$ cat config.mk
export PLATFORM = sky130hd
export DESIGN_NAME = pattern_dac_source
export DESIGN_NICKNAME = d
export VERILOG_FILES = /design/src/rtl/pds_pkg.sv /design/src/rtl/pds_bank.sv /design/src/rtl/pds_row_ctr.sv /design/src/rtl/pds_lane_align.sv /design/src/rtl/pattern_dac_source.sv
export SDC_FILE = /design/constraint.sdc
export NUM_CORES = 1
export LEC_CHECK = 0
export CORE_MARGIN = 4
export CORE_UTILIZATION = 36
export DETAILED_ROUTE_END_ITERATION = 6
export GPL_ROUTABILITY_DRIVEN = 0
export MAX_ROUTING_LAYER = met4
export PLACE_DENSITY = 0.74
export SKIP_LAST_GASP = 1
export SLEW_MARGIN = 20
export SYNTH_ARGS = -nofsm -noshare
export SYNTH_HDL_FRONTEND = slang
export SYNTH_SLANG_ARGS = --single-unit
$ cat constraint.sdc
create_clock -name clk -period 1.1 [get_ports clk]
set_input_delay 0.22 -clock clk [delete_from_list [all_inputs] [get_ports clk]]
set_output_delay 0.22 -clock clk [all_outputs]
set_load 0.02 [all_outputs]
$ cat src/rtl/pds_pkg.sv
package pds_pkg;
  localparam int SAMPLE_W = 16;
  localparam int CODE_W   = 14;
  localparam int WORD_W   = 32;

  // Ramp word for a global word index: low half I, high half Q, pad bits set.
  function automatic logic [WORD_W-1:0] ramp_word(input int unsigned widx);
    logic [CODE_W-1:0] ci;
    logic [CODE_W-1:0] cq;
    ci = CODE_W'(widx * 2);
    cq = CODE_W'(widx * 2 + 1);
    return {cq, 2'b11, ci, 2'b11};
  endfunction
endpackage

$ cat src/rtl/pds_bank.sv
module pds_bank #(
  parameter int ROW_W = 5,
  parameter int WPB   = 2,
  parameter int BANK  = 0
) (
  input  logic                        clk,
  input  logic [ROW_W-1:0]            rd_row,
  output logic [pds_pkg::WORD_W-1:0]  q
);
  localparam int ROWS = 1 << ROW_W;

  logic [pds_pkg::WORD_W-1:0] mem [ROWS];

  initial begin
    for (int r = 0; r < ROWS; r++)
      mem[r] = pds_pkg::ramp_word($unsigned(r * WPB + BANK));
  end

  always_ff @(posedge clk) begin
    q <= mem[rd_row];
  end
endmodule

$ cat src/rtl/pds_row_ctr.sv
module pds_row_ctr #(
  parameter int ROW_W = 5
) (
  input  logic             clk,
  input  logic             rst,
  input  logic             advance,
  input  logic [ROW_W-1:0] last_row,
  output logic [ROW_W-1:0] rd_row
);
  logic [ROW_W-1:0] row_q;
  logic [ROW_W-1:0] row_nxt;

  always_comb begin
    row_nxt = (row_q == last_row) ? '0 : row_q + 1'b1;
    rd_row  = advance ? row_nxt : row_q;
  end

  always_ff @(posedge clk) begin
    if (rst)          row_q <= '0;
    else if (advance) row_q <= row_nxt;
  end
endmodule

$ cat src/rtl/pds_lane_align.sv
module pds_lane_align #(
  parameter int LANES = 4
) (
  input  logic [LANES*pds_pkg::SAMPLE_W-1:0] in_beat,
  output logic [LANES*pds_pkg::SAMPLE_W-1:0] out_beat
);
  localparam int SW = pds_pkg::SAMPLE_W;
  localparam int CW = pds_pkg::CODE_W;

  for (genvar l = 0; l < LANES; l++) begin : g_lane
    assign out_beat[l*SW +: SW] = {in_beat[l*SW + (SW-CW) +: CW], {(SW-CW){1'b0}}};
  end
endmodule

$ cat src/rtl/pattern_dac_source.sv
module pattern_dac_source #(
  parameter int LANES = 4,
  parameter int ROW_W = 5
) (
  input  logic                        clk,
  input  logic                        rst,
  input  logic                        use_ext,
  input  logic [ROW_W-1:0]            last_row,
  input  logic [LANES*16-1:0]         s_tdata,
  input  logic                        s_tvalid,
  output logic                        s_tready,
  output logic [LANES*16-1:0]         m_tdata,
  output logic                        m_tvalid,
  input  logic                        m_tready
);
  localparam int WPB    = LANES / 2;
  localparam int WW     = pds_pkg::WORD_W;
  localparam int DATA_W = LANES * pds_pkg::SAMPLE_W;

  logic              primed;
  logic              load;
  logic              advance;
  logic [ROW_W-1:0]  rd_row;
  logic [DATA_W-1:0] mem_beat;
  logic [DATA_W-1:0] sel_beat;
  logic [DATA_W-1:0] aligned;

  assign load     = primed && (!m_tvalid || m_tready);
  assign s_tready = load && use_ext;
  assign advance  = load && !use_ext;

  pds_row_ctr #(.ROW_W(ROW_W)) u_row (
    .clk      (clk),
    .rst      (rst),
    .advance  (advance),
    .last_row (last_row),
    .rd_row   (rd_row)
  );

  for (genvar b = 0; b < WPB; b++) begin : g_bank
    pds_bank #(.ROW_W(ROW_W), .WPB(WPB), .BANK(b)) u_bank (
      .clk    (clk),
      .rd_row (rd_row),
      .q      (mem_beat[b*WW +: WW])
    );
  end

  assign sel_beat = use_ext ? s_tdata : mem_beat;

  pds_lane_align #(.LANES(LANES)) u_align (
    .in_beat  (sel_beat),
    .out_beat (aligned)
  );

  always_ff @(posedge clk) begin
    if (rst) begin
      primed   <= 1'b0;
      m_tvalid <= 1'b0;
      m_tdata  <= '0;
    end else begin
      primed <= 1'b1;
      if (load) begin
        m_tvalid <= use_ext ? s_tvalid : 1'b1;
        m_tdata  <= aligned;
      end
    end
  end
endmodule

==> flow_summary.json <==
{
  "floorplan.die.height_um": 95.39,
  "peak_fanout_along_the_critical_path": 2,
  "synth_edf_count": 0,
  "critical_path.startpoint_type": "register",
  "clock-sinks": 68,
  "grt_first_pass_wirelength_um": 13760,
  "design.die.area_um2": 9098,
  "gr-total-overflow": 0,
  "clkLatencyLatePin_ns": 0.32,
  "fillCellCount": 625,
  "clk_pin_slew_worst_paths_ns": 0.07,
  "static_leakage_nw": 1.904,
  "async_reset_ff_share_pct": 0,
  "grt_setup_unrepaired": "yes",
  "route.vias.total": 2853,
  "wl_um": 8980,
  "final_layout_size_suffix_gt1_share_pct": 34.32,
  "detail-route-antenna-nets": 0,
  "average_wire_per_standard_cell_um": 15.64,
  "setup.worst_path.end_class": "primary output",
  "worstHoldPathCells": 2,
  "place_inst": 548,
  "hold_viol": 0,
  "final_period_minus_worst_setup_slack_ns": 1.412,
  "postSynthCellCount": 319,
  "critical_path_class": "reg -> out",
  "cts-buffers-inserted": 9,
  "via_count_of_the_first_global_routing_pass": 2842,
  "fin_skew_ns": 0.008746,
  "number_of_port_buffers": 123,
  "layout.cells.most_common_list": "61 x sky130_fd_sc_hd__dfxtp_1, 60 x sky130_fd_sc_hd__clkdlybuf4s50_1, 53 x sky130_fd_sc_hd__nand2_1, 48 x sky130_fd_sc_hd__buf_2, 45 x sky130_fd_sc_hd__buf_4",
  "timing.hold.worst.class": "in -> reg",
  "cts.htree.levels": 3,
  "layout-area-overhead-vs-synth_pct": 65.54,
  "achievable-frequency_ghz": 0.7082,
  "drtPass1Iterations": 4,
  "synth.cell_area_um2": 2749,
  "power.ir.vdd_worst_mv": 0.8945,
  "synthesis.yosys.warnings": 0,
  "synth-seq-area-share_pct": 49.52,
  "worst_ep_arrival_time_ns": 1.19,
  "finalNonFillerCells": 574,
  "cap_viol_max_count": 0,
  "initial_core_util_pct": 37.50,
  "setup_violations_final": 69,
  "timing.final.ws_setup_ns": -0.3121,
  "synth_top_flop_cell": "sky130_fd_sc_hd__dfxtp_1",
  "ctsHoldBuffers": 0,
  "placement_rows": 31,
  "status": "complete, but fails checks",
  "post_synth_num_cell_types": 30,
  "num_antenna_cells": 0,
  "detail_route.drc_violations": 0,
  "ys_seq_elements": 68,
  "io_pins": 140,
  "power_per_cell_area_nw_per_um2": 1308,
  "grt_max_degree": 35,
  "clock_tree.buffer_depth": 2,
  "drt_iter0_markers": 128,
  "ff2ff_path_depth": 6,
  "design.core.area_um2": 7331,
  "layout_commonest_cell": "sky130_fd_sc_hd__dfxtp_1",
  "design_power_total_mw": 5.954,
  "dpl.hpwl_um": 5636,
  "number_of_antenna_violations_at_the_first_check_in_global_routing": 0,
  "final_net_count": 547,
  "min_period_over_period_pct": 128.4,
  "worst_ep_required_time_ns": 0.88,
  "cts_root_buffer": "sky130_fd_sc_hd__clkbuf_8",
  "grt_overall_usage_pct": 20.04,
  "final_report_max_slew_violation_count": 0,
  "violations": "setup timing",
  "syn_area_per_cell_um2": 8.617,
  "setup_total_negative_slack_ns": -14.87,
  "die_width_um": 95.39,
  "cts_tree": "done",
  "avgViaCountPerCell": 4.970
}
## routing by layer
metal / track usage, % / wire length [µm] / up-vias
met4: 7.820 / 116 / 0
met1: 24.07 / 3915 / 1333
met5: - / 0 / -
met3: 4.499 / 556 / 15
met2: 32.77 / 4392 / 112
li1: - / - / 1393
## where the power goes
part,switching (mW),internal [mW]
Clock,0.891,1.15
Combinational,0.645,0.610
Sequential,0.0701,2.59
## flip-flops by register name, summed over array words and instances (netlist names)
| signal | flops |
|---|---|
| m_tdata | 56 |
| g_bank.u_bank.q | 5 |
| u_row.row_q | 5 |
| m_tvalid | 1 |
| primed | 1 |
## synth_stat cells (3+ instances only)
| cell | instances | share of area, % |
|---|---|---|
| sky130_fd_sc_hd__nand2_1 | 54 | 7.4 |
| sky130_fd_sc_hd__dfxtp_1 | 68 | 50 |
| sky130_fd_sc_hd__clkbuf_1 | 7 | 0.96 |
| sky130_fd_sc_hd__nor2_1 | 25 | 3.4 |
| sky130_fd_sc_hd__buf_2 | 12 | 2.2 |
| sky130_fd_sc_hd__a211oi_1 | 3 | 0.82 |
| sky130_fd_sc_hd__a311oi_1 | 24 | 7.6 |
| sky130_fd_sc_hd__nand2b_1 | 6 | 1.4 |
| sky130_fd_sc_hd__xnor2_1 | 6 | 1.9 |
| sky130_fd_sc_hd__a21oi_1 | 36 | 6.6 |
| sky130_fd_sc_hd__buf_4 | 15 | 4.1 |
| sky130_fd_sc_hd__nand3_1 | 36 | 6.6 |
| sky130_fd_sc_hd__inv_1 | 8 | 1.1 |
## what timing repair did
item,CTS,global route
setup endpoints to repair,125,79
buffers inserted,5,6
resized for setup,283,24
pin swaps,19,14
cloned,3,0
## cell type report
class                           count  area [µm²]  share of cell area [%]
Tap cell                           99       123.9                   2.722
Clock inverter                      2       35.03                  0.7699
Multi-Input combinational cell    214        1389                   30.52
Timing Repair Buffer              170        1436                   31.56
Inverter                            9       33.78                  0.7424
Sequential cell                    68        1378                   30.27
Clock buffer                       12       155.1                   3.409
## worst max-delay path, stage by stage, from the launching register on
cell and delay (ns):
sky130_fd_sc_hd__dfxtp_4 0.34, sky130_fd_sc_hd__and2b_4 0.18, sky130_fd_sc_hd__nor2_4 0.09, sky130_fd_sc_hd__and2_4 0.15
sky130_fd_sc_hd__buf_6 0.11
## final timing paths
kind,startpoint,endpoint,slack [ns]
max,m_tvalid,s_tready,-0.31
min reg2reg,m_tdata[61],m_tdata[61],0.45
min,rst,u_row.row_q[0],0.26
max reg2reg,m_tvalid,m_tdata[54],-0.29
## cells by family after synthesis
| family | Yosys count | synth area share [%] |
|---|---|---|
| XOR/XNOR | 8 | 2.549 |
| AO/OA/AOI/OAI | 68 | 16.52 |
| AND/OR/NAND/NOR | 129 | 21.94 |
| buffers and inverters | 44 | 8.876 |
| flip-flops | 68 | 49.52 |
| adder cells (fa/ha/maj) | 1 | 0.4551 |
| other | 1 | 0.1364 |
## per-stage QoR
step	hold WS, ns	util (%)	instance area [µm²]	worst slack [ns]
after floorplan	0.3442	-	2800	-0.08836
after global placement	0.4373	57.54	4218	-0.7881
after detailed placement	0.4434	57.54	4218	-0.8058
after CTS	0.2006	60.62	4444	-0.3015
after global routing	0.2411	62.08	4551	-0.3730
final	0.2578	62.08	4551	-0.3121
Power figures use the tool's default switching activity.
